File: src/rtl/intc_pkg.sv
// Shared constants for the interrupt controller.
// Assumes a 4-bit priority field and one extra level above it for hardware traps.
package intc_pkg;
    localparam int PRIO_W   = 4;
    localparam int LVL_W    = PRIO_W + 1;
    localparam int TRAP_LVL = 1 << PRIO_W;
endpackage

File: src/rtl/intc_src_regs.sv
// Per-source control registers: request flag, enable flag, priority.
// Assumes at most one acknowledge clear per cycle; a pulse outranks a clear or a write.
module intc_src_regs
    import intc_pkg::*;
#(
    parameter int N_SRC = 8,
    localparam int IDX_W = $clog2(N_SRC)
) (
    input  logic                    clk,
    input  logic                    rst_n,
    input  logic [N_SRC-1:0]        src_pulse,
    input  logic                    cfg_we,
    input  logic [IDX_W-1:0]        cfg_idx,
    input  logic                    cfg_req,
    input  logic                    cfg_en,
    input  logic [PRIO_W-1:0]       cfg_prio,
    input  logic [N_SRC-1:0]        ack_clr,
    output logic [N_SRC-1:0]        req_q,
    output logic [N_SRC-1:0]        en_q,
    output logic [N_SRC*PRIO_W-1:0] prio_q
);
    for (genvar i = 0; i < N_SRC; i++) begin : g_src
        // Update one source's flags from write, acknowledge and pulse.
        always_ff @(posedge clk) begin
            if (!rst_n) begin
                req_q[i]                <= 1'b0;
                en_q[i]                 <= 1'b0;
                prio_q[i*PRIO_W+:PRIO_W] <= '0;
            end else if (cfg_we && cfg_idx == IDX_W'(i)) begin
                req_q[i]                <= cfg_req | src_pulse[i];
                en_q[i]                 <= cfg_en;
                prio_q[i*PRIO_W+:PRIO_W] <= cfg_prio;
            end else begin
                req_q[i] <= (req_q[i] & ~ack_clr[i]) | src_pulse[i];
            end
        end
    end


    ack_clears_req_chk: assert property (@(posedge clk) disable iff (!rst_n)
        ((|ack_clr) && ((ack_clr & src_pulse) == '0) && !cfg_we)
            |=> ((req_q & $past(ack_clr)) == '0));
endmodule

File: src/rtl/intc_arbiter.sv
// Finds the enabled pending source of highest priority, lowest index on a tie.
// Purely combinational; the caller compares the result with the current level.
module intc_arbiter
    import intc_pkg::*;
#(
    parameter int N_SRC = 8,
    localparam int IDX_W = $clog2(N_SRC)
) (
    input  logic [N_SRC-1:0]        req,
    input  logic [N_SRC-1:0]        en,
    input  logic [N_SRC*PRIO_W-1:0] prio,
    output logic                    any,
    output logic [IDX_W-1:0]        win_idx,
    output logic [PRIO_W-1:0]       win_prio
);
    // Scan upward; replace the winner only on strictly higher priority.
    always_comb begin
        any      = 1'b0;
        win_idx  = '0;
        win_prio = '0;
        for (int i = 0; i < N_SRC; i++) begin
            if (req[i] && en[i] && (!any || prio[i*PRIO_W+:PRIO_W] > win_prio)) begin
                any      = 1'b1;
                win_idx  = IDX_W'(i);
                win_prio = prio[i*PRIO_W+:PRIO_W];
            end
        end
    end
endmodule

File: src/rtl/intc_prio_stack.sv
// Stack of saved service levels. A push when full is dropped; a pop when empty is ignored.
// Push has precedence over pop in the same cycle.
module intc_prio_stack #(
    parameter int DEPTH = 8,
    parameter int W     = 5,
    localparam int PTR_W = $clog2(DEPTH),
    localparam int CNT_W = $clog2(DEPTH + 1)
) (
    input  logic         clk,
    input  logic         rst_n,
    input  logic         push,
    input  logic [W-1:0] push_data,
    input  logic         pop,
    output logic [W-1:0] top,
    output logic         empty
);
    logic [W-1:0]     mem [DEPTH];
    logic [CNT_W-1:0] cnt;
    logic             full;

    assign full  = (cnt == CNT_W'(DEPTH));
    assign empty = (cnt == '0);
    assign top   = empty ? '0 : mem[PTR_W'(cnt - 1'b1)];

    // Move the fill count and store pushed levels.
    always_ff @(posedge clk) begin
        if (!rst_n) begin
            cnt <= '0;
        end else if (push) begin
            if (!full) begin
                mem[PTR_W'(cnt)] <= push_data;
                cnt              <= cnt + 1'b1;
            end
        end else if (pop && !empty) begin
            cnt <= cnt - 1'b1;
        end
    end


    push_then_top_chk: assert property (@(posedge clk) disable iff (!rst_n)
        (push && !full) |=> (top == $past(push_data)));
endmodule

File: src/rtl/intc_top.sv
// Nested vectored interrupt controller: trap latches, trap flags, level tracking
// and the choice of the presented request.
// Assumes the CPU raises irq_ack only while irq_valid is high, and does not
// nest deeper than STACK_DEPTH. Vectors: hardware trap j -> j, maskable source
// i -> N_HWT + i, software trap -> swt_num.
module intc_top
    import intc_pkg::*;
#(
    parameter int N_SRC       = 8,
    parameter int N_HWT       = 4,
    parameter int STACK_DEPTH = 8,
    parameter int VEC_W       = 8,
    localparam int IDX_W = $clog2(N_SRC),
    localparam int HWI_W = $clog2(N_HWT)
) (
    input  logic              clk,
    input  logic              rst_n,
    input  logic [N_SRC-1:0]  src_pulse,
    input  logic              cfg_we,
    input  logic [IDX_W-1:0]  cfg_idx,
    input  logic              cfg_req,
    input  logic              cfg_en,
    input  logic [PRIO_W-1:0] cfg_prio,
    input  logic              swt_req,
    input  logic [VEC_W-1:0]  swt_num,
    input  logic [N_HWT-1:0]  hwt_cond,
    input  logic              tflag_we,
    input  logic [N_HWT-1:0]  tflag_wdata,
    input  logic              irq_ack,
    input  logic              irq_ret,
    output logic              irq_valid,
    output logic [VEC_W-1:0]  irq_vector,
    output logic [LVL_W-1:0]  cur_level,
    output logic [N_HWT-1:0]  tflag_q
);
    logic [N_SRC-1:0]        req_q, en_q, ack_clr;
    logic [N_SRC*PRIO_W-1:0] prio_q;
    logic                    arb_any;
    logic [IDX_W-1:0]        win_idx;
    logic [PRIO_W-1:0]       win_prio;
    logic [N_HWT-1:0]        hwt_pend;
    logic                    hw_any;
    logic [HWI_W-1:0]        hw_idx;
    logic                    swt_pend;
    logic [VEC_W-1:0]        swt_vec;
    logic                    mask_take, accept, acc_hw, acc_sw, acc_mask;
    logic [LVL_W-1:0]        stk_top;
    logic                    stk_empty;

    intc_src_regs #(.N_SRC(N_SRC)) u_regs (
        .clk(clk), .rst_n(rst_n), .src_pulse(src_pulse),
        .cfg_we(cfg_we), .cfg_idx(cfg_idx), .cfg_req(cfg_req),
        .cfg_en(cfg_en), .cfg_prio(cfg_prio), .ack_clr(ack_clr),
        .req_q(req_q), .en_q(en_q), .prio_q(prio_q)
    );

    intc_arbiter #(.N_SRC(N_SRC)) u_arb (
        .req(req_q), .en(en_q), .prio(prio_q),
        .any(arb_any), .win_idx(win_idx), .win_prio(win_prio)
    );

    intc_prio_stack #(.DEPTH(STACK_DEPTH), .W(LVL_W)) u_stk (
        .clk(clk), .rst_n(rst_n), .push(accept), .push_data(cur_level),
        .pop(irq_ret && !accept), .top(stk_top), .empty(stk_empty)
    );

    // Pick the lowest-indexed pending hardware trap.
    always_comb begin
        hw_any = 1'b0;
        hw_idx = '0;
        for (int j = N_HWT - 1; j >= 0; j--) begin
            if (hwt_pend[j]) begin
                hw_any = 1'b1;
                hw_idx = HWI_W'(j);
            end
        end
    end

    assign mask_take = arb_any && ({1'b0, win_prio} > cur_level);
    assign irq_valid = hw_any || swt_pend || mask_take;
    assign accept    = irq_ack && irq_valid;
    assign acc_hw    = accept && hw_any;
    assign acc_sw    = accept && !hw_any && swt_pend;
    assign acc_mask  = accept && !hw_any && !swt_pend;

    // Form the vector of the presented request by rank.
    always_comb begin
        if (hw_any)        irq_vector = VEC_W'(hw_idx);
        else if (swt_pend) irq_vector = swt_vec;
        else               irq_vector = VEC_W'(N_HWT) + VEC_W'(win_idx);
    end

    // Clear the acknowledged maskable source's request flag.
    always_comb begin
        ack_clr = '0;
        if (acc_mask) ack_clr[win_idx] = 1'b1;
    end

    // Track the current service level through acknowledge and return.
    always_ff @(posedge clk) begin
        if (!rst_n)        cur_level <= '0;
        else if (acc_hw)   cur_level <= LVL_W'(TRAP_LVL);
        else if (acc_mask) cur_level <= {1'b0, win_prio};
        else if (irq_ret && !accept) cur_level <= stk_top;
    end

    // Latch hardware traps until acknowledged; keep sticky trap flags.
    always_ff @(posedge clk) begin
        if (!rst_n) begin
            hwt_pend <= '0;
            tflag_q  <= '0;
        end else begin
            hwt_pend <= (hwt_pend & ~(acc_hw ? (N_HWT'(1) << hw_idx) : '0)) | hwt_cond;
            tflag_q  <= (tflag_we ? (tflag_q & tflag_wdata) : tflag_q) | hwt_cond;
        end
    end

    // Latch the software trap and its number until acknowledged.
    always_ff @(posedge clk) begin
        if (!rst_n) begin
            swt_pend <= 1'b0;
            swt_vec  <= '0;
        end else if (swt_req) begin
            swt_pend <= 1'b1;
            swt_vec  <= swt_num;
        end else if (acc_sw) begin
            swt_pend <= 1'b0;
        end
    end


    reset_state_chk: assert property (@(posedge clk)
        !rst_n |=> (cur_level == '0 && !irq_valid && tflag_q == '0));

    level_rises_chk: assert property (@(posedge clk) disable iff (!rst_n)
        acc_mask |=> (cur_level > $past(cur_level)));

    trap_level_chk: assert property (@(posedge clk) disable iff (!rst_n)
        (irq_ack && hw_any) |=> (cur_level == LVL_W'(TRAP_LVL)));

    trap_flag_set_chk: assert property (@(posedge clk) disable iff (!rst_n)
        (|hwt_cond) |=> ((tflag_q & $past(hwt_cond)) == $past(hwt_cond)));
endmodule

File: config.mk
export PLATFORM = sky130hd
export DESIGN_NAME = intc_top
export DESIGN_NICKNAME = d
export VERILOG_FILES = /design/src/rtl/intc_pkg.sv /design/src/rtl/intc_src_regs.sv /design/src/rtl/intc_arbiter.sv /design/src/rtl/intc_prio_stack.sv /design/src/rtl/intc_top.sv
export SDC_FILE = /design/constraint.sdc
export NUM_CORES = 1
export LEC_CHECK = 0
export ABC_AREA = 1
export BUFFER_PORTS_ARGS = -buffer_cell sky130_fd_sc_hd__buf_4
export CELL_PAD_IN_SITES_DETAIL_PLACEMENT = 0
export CELL_PAD_IN_SITES_GLOBAL_PLACEMENT = 1
export CORE_MARGIN = 5
export CORE_UTILIZATION = 40
export DETAILED_ROUTE_END_ITERATION = 16
export HOLD_SLACK_MARGIN = 0.02
export PLACE_DENSITY_LB_ADDON = 0.1
export SLEW_MARGIN = 20
export SYNTH_ARGS = -nofsm -noshare
export SYNTH_HDL_FRONTEND = slang
export SYNTH_SLANG_ARGS = --single-unit
File: constraint.sdc
create_clock -name clk -period 9.65 [get_ports clk]
set_clock_uncertainty 0.1 [all_clocks]
set_input_delay 0.965 -clock clk [delete_from_list [all_inputs] [get_ports clk]]
set_output_delay 0.965 -clock clk [all_outputs]
set_load 0.03 [all_outputs]
==> After elaboration in Yosys (flattened, before gate mapping) <==
Memories as Yosys holds them, arrays and structs flattened.
Cells that the tools add are included.
{ "totals": {"mem_count": 1, "elab_cells": 212, "output_inout_bits": 18, "mem_bits_rw": 40, "register_bits": 74, "input_bits": 40} }
{ "op_classes": {"n_reduce_logical": 60, "mux": 59, "order_cmp": 10, "n_shift": 1, "bitwise": 38, "n_eq_ne": 9, "add_sub_neg": 3} }
{ "mem_list": {"columns": ["memory", "words", "word_bits", "rd", "rd_clocked_by_memory_dff", "wr", "line", "rtl"], "rows": [
  ["u_stk.mem", 8, 5, 1, 0, 1, "intc_prio_stack.sv:17", "logic [W-1:0] mem [DEPTH];"]
]} }
{ "ops": {"columns": ["op", "count"], "rows": [
  ["$mux 4", 13],
  ["$logic_and 1x1->1", 32],
  ["$gt 4x4->1", 7],
  ["$mux 1", 28],
  ["$mux 8", 3],
  ["$mux 5", 4],
  ["$or 1x1->1", 16],
  ["$eq 3x3->1 const B", 4],
  ["$mux 2", 6],
  ["$mux 3", 4],
  ["$logic_not 1->1", 11],
  ["$logic_or 1x1->1", 9],
  ["$not 1->1", 9],
  ["$and 1x1->1", 8],
  ["$and 4x4->4", 2],
  ["$or 4x4->4", 2],
  ["$eq 3x2->1 const B", 2],
  ["$reduce_bool 2->1", 3],
  ["$gt 4x5->1", 1],
  ["$add 3x3->4 const A", 1],
  ["$add 4x1->4 const B", 1],
  ["$eq 4x4->1 const B", 1],
  ["$logic_not 4->1", 1],
  ["$lt 3x4->1 const B", 1],
  ["11 further kinds", 11]
]} }

==> Depth between registers and ports, before layout <==
Gate-level depths: netlist of the first run.
{ "logic_depth": {"ltp_word": 41, "depth_mapped": 90, "depth_no_buf": 88} }

==> By module <==
A second synthesis of the first run with hierarchy kept.
{ "unflattened": {"hier_cells": 873, "area_unflattened_um2": 6391.1} }
{ "by_module_without_submodules": {"columns": ["module", "cells_per_inst", "seq_area_each_um2", "area_per_inst_um2", "n_inst"], "rows": [
  ["intc_prio_stack", 186, 1281.2, 1975.6, 1],
  ["intc_src_regs", 269, 960.9, 1890.6, 1],
  ["intc_arbiter", 245, 0.0, 1337.5, 1],
  ["intc_top", 173, 440.4, 1187.4, 1]
]} }

==> Least setup slack after synthesis of the first run <==
No wires, ideal clock.
{ "synth_timing": {"path_type": "register to register", "start": "register u_regs.req_q[0]", "end": "memory u_stk.mem[1][0] (enable)", "setup_ns": 0.374, "stages_incl_launch_ff": 84, "period_less_slack_ns": 10.170, "t_required_ns": 9.176, "n_path_buf": 2, "arrival_time_ns": 9.696, "setup_slack_ns": -0.520, "cell_sequence": "dfxtp_1 nand2_2 inv_1 nand2_1 ha_1 nand2_1 inv_2 nand2_1 nand2_1 nand2_1 nand2_2 nand2_2 nand2_1 and2_1 ha_1 nand2_1 inv_1 o21ai_1 [... 48 more ...] a21oi_1 inv_1 buf_2 or2_2 and2_1 ha_1 nand2_1 o21ai_0 o21ai_0 inv_1 o2111ai_2 nand3_2 nand2_4 inv_1 nand2_1 nor2_1 nand2_1 nor3_1"} }
{ "synth_between": {"elab_chain_cells": 37, "word_cells_on_any_way": 52, "cone_classes": "order compare: 8; mux: 19; reduce/logical: 25"} }
{ "synth_rtl": {"columns": ["item", "line", "rtl"], "rows": [
  ["start, declared", "intc_src_regs.sv:18", "output logic [N_SRC-1:0] req_q,"],
  ["start signal, assigned by index", "intc_src_regs.sv:30", "req_q[i] <= cfg_req | src_pulse[i];"],
  ["start signal, assigned by index", "intc_src_regs.sv:34", "req_q[i] <= (req_q[i] & ~ack_clr[i]) | src_pulse[i];"],
  ["$logic_and 1x1->1 *", "intc_arbiter.sv:22", "if (req[i] && en[i] && (!any || prio[i*PRIO_W+:PRIO_W] > win_prio)) begin"],
  ["$mux 4 / $mux 1 (equally long branches)", "intc_arbiter.sv:22", null],
  ["$gt 4x4->1 / $logic_not 1->1 (equally long branches)", "intc_arbiter.sv:22", null],
  ["$logic_or 1x1->1", "intc_arbiter.sv:22", null],
  ["$logic_and 1x1->1", "intc_arbiter.sv:22", null],
  ["$mux 4 / $mux 1 (equally long branches)", "intc_arbiter.sv:22", null],
  ["$gt 4x4->1 / $logic_not 1->1 (equally long branches)", "intc_arbiter.sv:22", null],
  ["$logic_or 1x1->1", "intc_arbiter.sv:22", null],
  ["[... 22 more ...]", null, null],
  ["$gt 4x5->1", "intc_top.sv:79", "assign mask_take = arb_any && ({1'b0, win_prio} > cur_level);"],
  ["$logic_and 1x1->1 *", "intc_top.sv:79", null],
  ["$logic_or 1x1->1 *", "intc_top.sv:80", "assign irq_valid = hw_any || swt_pend || mask_take;"],
  ["via irq_valid", "intc_top.sv:31", "output logic irq_valid,"],
  ["$logic_and 1x1->1 *", "intc_top.sv:81", "assign accept = irq_ack && irq_valid;"],
  ["$mux 1 *", "intc_prio_stack.sv:29", "end else if (push) begin"],
  ["$mux 1 *", "intc_prio_stack.sv:27", "if (!rst_n) begin"],
  ["$mux 1 (not written as such) *", "intc_prio_stack.sv:31", "mem[PTR_W'(cnt)] <= push_data;"],
  ["end, declared", "intc_prio_stack.sv:17", null]
]} }
The timed path passes the listed nets; every way through them passes the cells marked *.

==> Worst setup path in the final report of the first run <==
{ "layout_timing": {"start": "register u_regs.req_q[0]", "end": "output port irq_valid"} }
{ "layout_between": {"elab_chain_cells": 33, "word_cells_on_any_way": 48, "cone_classes": "order compare: 8; mux: 16; reduce/logical: 24"} }
{ "layout_rtl": {"columns": ["item", "line"], "rows": [
  ["$logic_and 1x1->1 *", "intc_arbiter.sv:22"],
  ["$mux 4 / $mux 1 (equally long branches)", "intc_arbiter.sv:22"],
  ["$gt 4x4->1 / $logic_not 1->1 (equally long branches)", "intc_arbiter.sv:22"],
  ["$logic_or 1x1->1", "intc_arbiter.sv:22"],
  ["$logic_and 1x1->1", "intc_arbiter.sv:22"],
  ["$mux 4 / $mux 1 (equally long branches)", "intc_arbiter.sv:22"],
  ["$gt 4x4->1 / $logic_not 1->1 (equally long branches)", "intc_arbiter.sv:22"],
  ["$logic_or 1x1->1", "intc_arbiter.sv:22"],
  ["[... 17 more ...]", null],
  ["$mux 4 / $mux 1 (equally long branches)", "intc_arbiter.sv:22"],
  ["$gt 4x4->1 / $logic_not 1->1 (equally long branches)", "intc_arbiter.sv:22"],
  ["$logic_or 1x1->1", "intc_arbiter.sv:22"],
  ["$logic_and 1x1->1", "intc_arbiter.sv:22"],
  ["$mux 4", "intc_arbiter.sv:22"],
  ["$gt 4x5->1", "intc_top.sv:79"],
  ["$logic_and 1x1->1 *", "intc_top.sv:79"],
  ["$logic_or 1x1->1 *", "intc_top.sv:80"],
  ["end, declared", "intc_top.sv:31"]
]} }
Mark *: on every way between the ends. The rest lies on a longest branch, timed or not.

==> results of run 1 <==
-- metal layers --
| metal | global-route usage | share of wire | up-vias |
|---|---|---|---|
| met2 | 0.382 | 0.52 | 122 |
| li1 | - | - | 2984 |
| met4 | 0.0699 | 0.026 | 0 |
| met5 | 0 | 0 | - |
| met1 | 0.239 | 0.42 | 2742 |
| met3 | 0.0418 | 0.030 | 40 |
-- cell usage in the layout (no fill, tap or decap), types with 13 or more instances in the layout --
cell	n
sky130_fd_sc_hd__inv_1	79
sky130_fd_sc_hd__nand2_4	22
sky130_fd_sc_hd__inv_2	13
sky130_fd_sc_hd__ha_1	13
sky130_fd_sc_hd__o21ai_0	93
sky130_fd_sc_hd__buf_4	166
sky130_fd_sc_hd__edfxtp_1	40
sky130_fd_sc_hd__clkbuf_16	17
sky130_fd_sc_hd__nand2_2	21
sky130_fd_sc_hd__a21oi_1	41
sky130_fd_sc_hd__nand2_1	79
sky130_fd_sc_hd__nand3_1	26
sky130_fd_sc_hd__ha_4	19
sky130_fd_sc_hd__dfxtp_1	72
sky130_fd_sc_hd__nor2_1	141
-- area by class of cell --
cell class | count | area (um^2)
Clock buffer | 17 | 425
Clock inverter | 15 | 139
Fill cell | 1332 | 6260
Inverter | 96 | 370
Multi-Input combinational cell | 562 | 3580
Sequential cell | 114 | 2690
Tap cell | 188 | 235
Timing Repair Buffer | 174 | 1340
-- report_power, final --
part | leakage (uW) | total [uW] | internal [uW] | switching [uW]
logic | 0.00271 | 295 | 122 | 174
registers | 0.000982 | 557 | 526 | 30.7
clock network | 0.000261 | 591 | 355 | 236
total | 0.00396 | 1440 | 1000 | 440
-- how the worst max path moves through the flow --
stage	cells after the start	slack [ps]	to
global route	74	-1130	irq_valid
detailed placement	79	-690	u_stk.mem[1][0]
CTS	76	-470	irq_valid
floorplan	81	1	u_stk.mem[2][0]
finish	73	-680	irq_valid
global placement	75	-370	irq_valid
-- timing repair --
item	4_1_cts	5_1_grt
endpoints found under the setup margin	67	67
hold buffers	0	0
gates cloned	2	0
gates resized for setup	83	45
pin swaps	68	60
buffers inserted	31	7
-- metrics by stage --
stage,instance area (um^2),power (uW),setup WS (ps),util
after floorplan,6150,730,1.19,-
after global placement,7300,820,-371,0.486
after detailed placement,7300,827,-690,0.486
after CTS,8490,1440,-466,0.565
after global routing,8770,1510,-1130,0.584
final,8770,1440,-679,0.584
-- registers in the layout, summed over array words and instances, names as in the netlist --
name	flops
u_stk.cnt	4
tflag_q	4
u_stk.mem	40
cur_level	5
u_regs.req_q	8
swt_pend	1
u_regs.en_q	8
hwt_pend	4
u_regs.prio_q	32
swt_vec	8
-- synthesized netlist by cell type (4+ instances only) --
library cell               count
sky130_fd_sc_hd__a21oi_1      46
sky130_fd_sc_hd__a31oi_1       7
sky130_fd_sc_hd__and2_1        8
sky130_fd_sc_hd__clkbuf_1     17
sky130_fd_sc_hd__dfxtp_1      74
sky130_fd_sc_hd__edfxtp_1     40
sky130_fd_sc_hd__ha_1         33
sky130_fd_sc_hd__inv_1        87
sky130_fd_sc_hd__inv_2         7
sky130_fd_sc_hd__nand2_1     107
sky130_fd_sc_hd__nand2_2      10
sky130_fd_sc_hd__nand2_4       4
sky130_fd_sc_hd__nand3_1      31
sky130_fd_sc_hd__nand3_2       5
sky130_fd_sc_hd__nand4_1       6
sky130_fd_sc_hd__nor2_1      148
sky130_fd_sc_hd__nor2_2        4
sky130_fd_sc_hd__o21ai_0     103
sky130_fd_sc_hd__o21ai_1      13
sky130_fd_sc_hd__o21bai_1     10
sky130_fd_sc_hd__o22ai_1       6
-- cells by family after synthesis --
| logic type | count (synthesis) | synth area share |
|---|---|---|
| AOI/OAI and AO/OA | 194 | 0.174 |
| and+or+nand+nor | 330 | 0.236 |
| xor gates and xnor gates | 3 | 0.00434 |
| DFF | 114 | 0.443 |
| adders and majority gates | 33 | 0.0682 |
| buffers and inverters | 118 | 0.0746 |
-- critical path: cells and delay by family, from the launching register on --
kind            cells  cell delay [ps]
compound gates     17             1960
fa+ha+maj           8             2100
buf+inv             9              690
flops               1              360
simple gates       39             3720
==> results.py, run 1 <==
metrics = {
    "drt": {
        "drtAntennaViolNets": 0,
        "route.detailed.wl_per_inst_um": 15.7,
        "number_of_drc_violations_after_detailed_routing_iteration_0": 261,
        "vias": 5888,
        "drcViolationCount": 0,
        "route.detailed.vias_per_inst": 5.05,
        "drt_first_pass_iters": 7,
        "postRouteWirelength_um": 18300,
    },
    "setup_path": {
        "critical_path.startpoint_type": "register",
        "critical_path.reg2reg.endpoint": "u_stk.mem[1][4]",
        "reg2reg_depth": 79,
        "worst-endpoint-required_ps": 8590,
        "cpMaxStageDelayCell": "sky130_fd_sc_hd__dfxtp_2",
        "setup.worst_path.class": "reg -> out",
        "critPathMaxFanout": 8,
        "data_arrival_time_of_the_worst_path_ps": 9260,
        "critPathMaxStageDelay_ps": 360,
        "worst_setup_sp": "u_regs.req_q[0]",
        "origin_of_the_critical_flop_to_flop_path": "u_regs.req_q[0]",
        "end_kind": "primary output",
        "worst-r2r-setup-slack_ps": -220,
    },
    "synth": {
        "synth_cell_types": 38,
        "edff_count_synth": 40,
        "synth.top_cells.by_area": "sky130_fd_sc_hd__dfxtp_1 24%, sky130_fd_sc_hd__edfxtp_1 20%, sky130_fd_sc_hd__nor2_1 9.2%, sky130_fd_sc_hd__o21ai_0 8.5%, sky130_fd_sc_hd__ha_1 6.8%",
        "synth.largest_area_cell": "sky130_fd_sc_hd__dfxtp_1",
        "yosys_register_bits": 114,
        "seq_area_frac_synth": 0.443,
        "dominantRegCellSynth": "sky130_fd_sc_hd__dfxtp_1",
        "synth.avg_cell_area_um2": 7.65,
        "yosys_warnings": 0,
        "synth_top_area_share": 0.245,
        "ys_async_sr_fraction": 0,
        "syn-cell-area_mm2": 0.00606,
        "netlist_instances": 792,
        "mappedNetlistNets": 865,
    },
    "placed_design": {
        "routabilityCongestion": 0.880,
        "place_inst": 1094,
        "place.port_buffers": 57,
        "dp_hpwl_um": 12800,
    },
    "global_route": {
        "grt_antenna_before_repair": 0,
        "grt_max_degree": 55,
        "global_route_wire_length_before_repair_um": 29200,
        "first_global_vias": 5957,
        "grtUsageTotal": 0.208,
        "overflow": 0,
    },
    "timing": {
        "final.setup.tns_ps": -11510,
        "period_utilisation_layout": 1.07,
        "max_clock_freq_ghz": 0.0968,
        "finalSetupViolCount": 59,
        "pnr_worst_setup_slack_ps": -679,
        "final_hold_viol_count": 0,
        "min_period_ps": 10330,
        "timing.hold.ws_ps": 369,
        "grt_setup_unrepaired": "true",
        "worst_pin_slew_ps": 852,
        "drv_slew": 0,
        "worst_slew_margin_rel": 0.431,
    },
    "clock_tree": {
        "clk_latency_ps": 410,
        "clock_tree.htree_level_count": 4,
        "cts-buffers-inserted": 17,
        "clock_sink_count": 114,
        "tritoncts": "yes",
        "cts.path.max_buffers": 2,
        "cts_root_buffer": "sky130_fd_sc_hd__clkbuf_16",
        "clkSlewWorstSetupHoldPaths_ps": 50,
    },
    "cells_and_area": {
        "syn_to_final_growth_pct": 44.8,
        "num_antenna_cells": 0,
        "share_of_post_route_cells_with_drive_strength_above_1": 0.351,
        "layout.cells.non_filler": 1166,
        "final_nets": 1038,
    },
    "die": {
        "ioPinCount": 58,
        "dieHeight_um": 133,
        "fp.dieArea_mm2": 0.0177,
        "core_area_mm2": 0.0150,
        "die_boundary_width_um": 133,
        "core.rowCount": 45,
        "start_util": 0.403,
    },
    "run_status": {
        "failed_checks": "negative setup slack",
        "outcome": "finished, violations left",
    },
    "min_path": {
        "min_path_type": "reg -> reg",
        "min_delay_path_depth": 2,
        "min-delay-start": "tflag_q[0]",
        "whs_endpoint": "tflag_q[0]",
    },
    "power_and_ir_drop": {
        "leakage_uw": 0.00396,
        "ir_worst_vdd_v": 0.000128,
        "power-per-cell-area_mw_per_mm2": 164,
    },
    "flow_run": {
        "cap_viol_max_count": 0,
    },
}
(Power assumes the default switching activity.)
==> inputs of run 2 (changes only) <==
- ABC_AREA: 1 -> 0
- CORE_UTILIZATION: 40 -> 42
- HOLD_SLACK_MARGIN: 0.02 -> 0.06
==> results.py, run 2 <==
metrics = {
    "cells_and_area": {
        "layout_commonest_cell": "sky130_fd_sc_hd__buf_4",
        "syn_to_final_growth_pct": 47.0,
        "registers_with_the_most_flip_flops": "u_stk.mem x40, u_regs.prio_q x32",
        "largest_reg_flops": 40,
        "final_nets": 894,
        "share_of_post_route_cells_with_drive_strength_above_1": 0.391,
        "mostFrequentLayoutCells": "166 x sky130_fd_sc_hd__buf_4, 71 x sky130_fd_sc_hd__dfxtp_1, 69 x sky130_fd_sc_hd__nor2_1",
        "num_antenna_cells": 0,
        "biggest_register": "u_stk.mem",
        "layout.core_utilization": 0.628,
    },
    "synth": {
        "yosys_warnings": 0,
        "synth_top_area_share": 0.239,
        "syn-cell-area_mm2": 0.00619,
        "synth.top_cells.by_area": "sky130_fd_sc_hd__dfxtp_1 24%, sky130_fd_sc_hd__edfxtp_1 19%, sky130_fd_sc_hd__mux2i_1 7.8%, sky130_fd_sc_hd__ha_1 6.7%, sky130_fd_sc_hd__nor2_1 4.9%",
        "post-synth-top-count-cell": "sky130_fd_sc_hd__nor2_1",
        "yosys_register_bits": 114,
        "edff_count_synth": 40,
        "synth.avg_cell_area_um2": 9.50,
        "synth.largest_area_cell": "sky130_fd_sc_hd__dfxtp_1",
        "seq_area_frac_synth": 0.434,
        "netlist_instances": 651,
        "mappedNetlistNets": 724,
        "synth_cell_types": 64,
        "ys_async_sr_fraction": 0,
        "yosys-top-cells-count": "81 x sky130_fd_sc_hd__nor2_1, 74 x sky130_fd_sc_hd__dfxtp_1, 67 x sky130_fd_sc_hd__nand2_1",
        "dominantRegCellSynth": "sky130_fd_sc_hd__dfxtp_1",
    },
    "flow_run": {
        "cap_viol_max_count": 0,
    },
    "setup_path": {
        "setup.worst_path.end": "irq_valid",
        "cpMostUsedCell": "sky130_fd_sc_hd__buf_4",
        "worst_setup_sp": "u_regs.en_q[0]",
        "end_kind": "primary output",
        "critical_path.reg2reg.endpoint": "u_stk.cnt[1]",
        "worst-r2r-setup-slack_ps": -2230,
        "critPathMaxFanout": 8,
        "origin_of_the_critical_flop_to_flop_path": "u_regs.en_q[0]",
        "cpMaxStageDelayCell": "sky130_fd_sc_hd__dfxtp_4",
        "worst-endpoint-required_ps": 8590,
        "critical_path.startpoint_type": "register",
        "reg2reg_depth": 67,
        "data_arrival_time_of_the_worst_path_ps": 11130,
        "critPathMaxStageDelay_ps": 360,
        "setup.worst_path.class": "reg -> out",
    },
    "die": {
        "fp.dieArea_mm2": 0.0173,
        "core_area_mm2": 0.0145,
        "core.rowCount": 44,
        "start_util": 0.427,
        "die_boundary_width_um": 131,
        "dieHeight_um": 131,
        "ioPinCount": 58,
    },
    "min_path": {
        "min_path_type": "reg -> reg",
    },
    "timing": {
        "finalSetupViolCount": 62,
        "worst_slew_margin_rel": 0.270,
        "final_hold_viol_count": 0,
        "drv_slew": 0,
        "final.setup.tns_ps": -129630,
        "max_clock_freq_ghz": 0.0820,
        "period_utilisation_layout": 1.26,
        "worst_pin_slew_ps": 1090,
        "pnr_worst_setup_slack_ps": -2540,
        "grt_setup_unrepaired": "true",
        "min_period_ps": 12190,
    },
    "placed_design": {
        "routabilityCongestion": 0.885,
        "dp_hpwl_um": 13100,
        "place.port_buffers": 57,
    },
    "drt": {
        "postRouteWirelength_um": 18500,
        "drt_first_pass_iters": 5,
        "number_of_drc_violations_after_detailed_routing_iteration_0": 356,
        "route.detailed.wl_per_inst_um": 18.2,
        "drcViolationCount": 0,
        "route.detailed.vias_per_inst": 5.53,
        "drtAntennaViolNets": 0,
        "vias": 5621,
    },
    "global_route": {
        "overflow": 0,
        "global_route_wire_length_before_repair_um": 29700,
        "grtUsageTotal": 0.212,
        "grt_antenna_before_repair": 0,
        "first_global_vias": 5691,
        "grt_max_degree": 69,
    },
    "run_status": {
        "failed_checks": "negative setup slack",
        "outcome": "finished, violations left",
    },
    "clock_tree": {
        "clock_sink_count": 114,
        "cts_root_buffer": "sky130_fd_sc_hd__clkbuf_16",
        "clkSlewWorstSetupHoldPaths_ps": 50,
        "clk_latency_ps": 420,
        "clock_tree.htree_level_count": 4,
        "cts-buffers-inserted": 17,
        "tritoncts": "yes",
        "cts.path.max_buffers": 2,
    },
    "power_and_ir_drop": {
        "leakage_uw": 0.00369,
        "ir_worst_vdd_v": 0.000120,
        "power-per-cell-area_mw_per_mm2": 186,
    },
}
[run 2: changes by cell type in the layout (fill, tap and decap cells not counted), moves of 15 or more]
cell,change
sky130_fd_sc_hd__nand3_1,-15
sky130_fd_sc_hd__nor2_1,-72
sky130_fd_sc_hd__nand2_2,-17
sky130_fd_sc_hd__nand2_1,-20
sky130_fd_sc_hd__o21ai_0,-76
sky130_fd_sc_hd__inv_1,-47
sky130_fd_sc_hd__mux2i_1,+47
sky130_fd_sc_hd__nand2_4,-19
[run 2: worst max-delay path, delay by kind of cell (launching register included)]
kind            cells  cell delay [ps]
buf+inv            10             1390
mux                 2              590
simple gates       13             1940
flops               1              360
fa+ha+maj           8             1900
compound gates     28             4480
[run 2: logic make-up (layout without fill, tap and decap cells)]
| kind of cell | Yosys count | count (layout) | synth area share |
|---|---|---|---|
| simple gates | 224 | 225 | 0.166 |
| compound gates | 151 | 151 | 0.169 |
| mux | 60 | 60 | 0.118 |
| xor+xnor | 3 | 3 | 0.00425 |
| fa+ha+maj | 33 | 33 | 0.0667 |
| buf+inv | 66 | 247 | 0.0427 |
| flops | 114 | 114 | 0.434 |
[run 2: what timing repair did]
| action | in CTS | in global routing |
|---|---|---|
| gates cloned | 0 | 1 |
| hold buffers | 0 | 0 |
| pin swaps | 46 | 44 |
| endpoints found under the setup margin | 62 | 62 |
| gates resized for setup | 42 | 33 |
| buffers inserted | 26 | 15 |
[run 2: per-stage QoR]
step	cells	worst slack, ps	total power (uW)	hold WS (ps)	area [um^2]
6_report	1017	-2540	1690	358	9090
5_1_grt	1017	-3020	1760	375	9090
4_1_cts	1001	-2390	1680	359	8810
3_5_place_dp	944	-2460	936	354	7700
3_3_place_gp	944	-2140	927	348	7700
2_1_floorplan	651	-1560	833	337	6550
[run 2: final cells by class]
type	instances	area, um^2
fillers	1190	5390
multi-input cells	472	3940
clock inverters	13	231
repair buffers	180	1430
inverters	36	135
well taps	184	230
clock buffers	18	429
flip-flops and latches	114	2690
[run 2: worst min-delay path by stage]
stage | depth (start not counted) | startpoint | to
floorplan | 2 | u_regs.en_q[7] | u_regs.en_q[7]
global placement | 2 | u_regs.en_q[7] | u_regs.en_q[7]
detailed placement | 2 | u_regs.en_q[7] | u_regs.en_q[7]
CTS | 2 | u_regs.en_q[7] | u_regs.en_q[7]
global route | 2 | u_regs.en_q[7] | u_regs.en_q[7]
finish | 2 | u_regs.en_q[7] | u_regs.en_q[7]
[run 2: power by group]
part / switching (uW) / total, uW / leakage, uW / internal [uW]
Sequential: 53.3 / 585 / 0.000978 / 531
Clock: 234 / 718 / 0.000319 / 484
Combinational: 205 / 385 / 0.00240 / 180
[run 2: routing by layer]
metal	global-route usage	part of all wire	wire length, um
met5	0	0	0
met4	0.0771	0.027	493
met2	0.371	0.51	9370
met1	0.261	0.43	8010
met3	0.0405	0.035	652
==> inputs of run 3 (changes only) <==
- GPL_TIMING_DRIVEN: default -> 0
==> results.py, run 3 (same netlist as run 2, synthesis figures left out) <==
metrics = {
    "setup_path": {
        "data_arrival_time_of_the_worst_path_ps": 11420,
        "cpMostUsedCell": "sky130_fd_sc_hd__ha_4",
        "cpMaxStageDelayCell": "sky130_fd_sc_hd__dfxtp_4",
        "critical_path.reg2reg.endpoint": "u_stk.cnt[1]",
        "critical_path.startpoint_type": "register",
        "setup.worst_path.class": "reg -> out",
        "worst_setup_sp": "u_regs.req_q[0]",
        "worst-endpoint-required_ps": 8590,
        "end_kind": "primary output",
        "critPathMaxFanout": 8,
        "origin_of_the_critical_flop_to_flop_path": "u_regs.req_q[0]",
        "reg2reg_depth": 66,
        "critPathMaxStageDelay_ps": 400,
        "worst-r2r-setup-slack_ps": -2620,
    },
    "global_route": {
        "first_global_vias": 5468,
        "grtUsageTotal": 0.216,
        "global_route_wire_length_before_repair_um": 29600,
        "overflow": 0,
        "grt_max_degree": 17,
        "grt_antenna_before_repair": 0,
    },
    "drt": {
        "postRouteWirelength_um": 18800,
        "drt_first_pass_iters": 5,
        "drcViolationCount": 0,
        "drtAntennaViolNets": 0,
        "vias": 5534,
        "route.detailed.wl_per_inst_um": 19.0,
        "route.detailed.vias_per_inst": 5.58,
        "number_of_drc_violations_after_detailed_routing_iteration_0": 283,
    },
    "run_status": {
        "failed_checks": "negative setup slack",
        "outcome": "finished, violations left",
    },
    "power_and_ir_drop": {
        "power-per-cell-area_mw_per_mm2": 181,
        "p_total_uw": 1640,
        "ir_worst_vdd_v": 0.000125,
        "leakage_uw": 0.00351,
    },
    "clock_tree": {
        "cts_hold_buffers": 0,
        "cts_root_buffer": "sky130_fd_sc_hd__clkbuf_16",
        "cts-buffers-inserted": 17,
        "tritoncts": "yes",
        "clkSlewWorstSetupHoldPaths_ps": 50,
        "clock_sink_count": 114,
        "clk_latency_ps": 420,
        "cts.path.max_buffers": 2,
        "clock_tree.htree_level_count": 4,
    },
    "die": {
        "core.rowCount": 44,
        "ioPinCount": 58,
        "die_boundary_width_um": 131,
        "core_area_mm2": 0.0145,
        "fp.dieArea_mm2": 0.0173,
        "dieHeight_um": 131,
        "start_util": 0.427,
    },
    "timing": {
        "finalSetupViolCount": 62,
        "worst_slew_margin_rel": 0.430,
        "drv_slew": 0,
        "worst_pin_slew_ps": 847,
        "min_period_ps": 12480,
        "period_utilisation_layout": 1.29,
        "pnr_worst_setup_slack_ps": -2830,
        "final_hold_viol_count": 0,
        "grt_setup_unrepaired": "true",
        "max_clock_freq_ghz": 0.0801,
    },
    "cells_and_area": {
        "registers_with_the_most_flip_flops": "u_stk.mem x40, u_regs.prio_q x32",
        "layout.core_utilization": 0.624,
        "layout_commonest_cell": "sky130_fd_sc_hd__buf_4",
        "num_antenna_cells": 0,
        "share_of_post_route_cells_with_drive_strength_above_1": 0.366,
        "largest_reg_flops": 40,
        "syn_to_final_growth_pct": 46.2,
        "final_nets": 867,
        "mostFrequentLayoutCells": "98 x sky130_fd_sc_hd__buf_4, 72 x sky130_fd_sc_hd__dfxtp_1, 70 x sky130_fd_sc_hd__nor2_1",
        "biggest_register": "u_stk.mem",
    },
    "min_path": {
        "whs_endpoint": "u_regs.en_q[7]",
        "min_path_type": "reg -> reg",
        "min_delay_path_depth": 2,
        "min-delay-start": "u_regs.en_q[7]",
    },
    "placed_design": {
        "routabilityCongestion": 0.880,
        "dp_hpwl_um": 13100,
        "place.port_buffers": 49,
    },
    "flow_run": {
        "cap_viol_max_count": 0,
    },
}
-- run 3: cell type report --
cell class | instances | area (um^2)
inverters | 36 | 135
well taps | 184 | 230
clock buffers | 19 | 433
plain buffers | 29 | 129
fillers | 1196 | 5440
multi-input cells | 472 | 4210
repair buffers | 124 | 1050
clock inverters | 13 | 164
flip-flops and latches | 114 | 2690
-- run 3: where the power goes --
group	internal [uW]	total, uW	switching [uW]
sequential	531	568	36.2
combinational	196	438	242
clock	405	630	225
-- run 3: stage by stage --
step / hold slack, ps / setup WS (ps) / area, um^2 / setup TNS (ps) / std cells
3_5_place_dp: 363 / -3620 / 7160 / -200430 / 884
2_1_floorplan: 337 / -1560 / 6550 / -81650 / 651
3_3_place_gp: 343 / -3420 / 7150 / -188270 / 884
5_1_grt: 391 / -3250 / 9040 / -179140 / 991
4_1_cts: 370 / -2740 / 8590 / -141980 / 972
6_report: 374 / -2830 / 9040 / -151040 / 991
-- run 3: worst max path at each step --
stage                       to  slack, ps  depth (start not counted)
2_1_floorplan        irq_valid      -1560                         56
3_3_place_gp         irq_valid      -3420                         58
3_5_place_dp   u_regs.req_q[5]      -3620                         59
4_1_cts              irq_valid      -2740                         56
5_1_grt              irq_valid      -3250                         60
6_report             irq_valid      -2830                         59
-- run 3: routing by layer --
layer / vias to the layer above / track usage / routed length [um]
met5: - / 0 / 0
met4: 0 / 0.0794 / 382
met2: 152 / 0.378 / 9660
li1: 2685 / - / -
met3: 25 / 0.0455 / 850
met1: 2672 / 0.262 / 7940
-- run 3: worst max-delay path, delay by kind of cell, from the launching register on --
kind,cells,cell delay [ps]
compound gates,28,4890
simple gates,15,2270
fa+ha+maj,8,2140
buf+inv,7,920
flops,1,400
mux,1,350
-- run 3: timing repair --
action / 4_1_cts / 5_1_grt
pin swaps: 59 / 39
gates cloned: 1 / 0
setup buffers: 56 / 24
setup endpoints to repair: 62 / 62
gates resized for setup: 74 / 62
hold endpoints to repair: 0 / 0
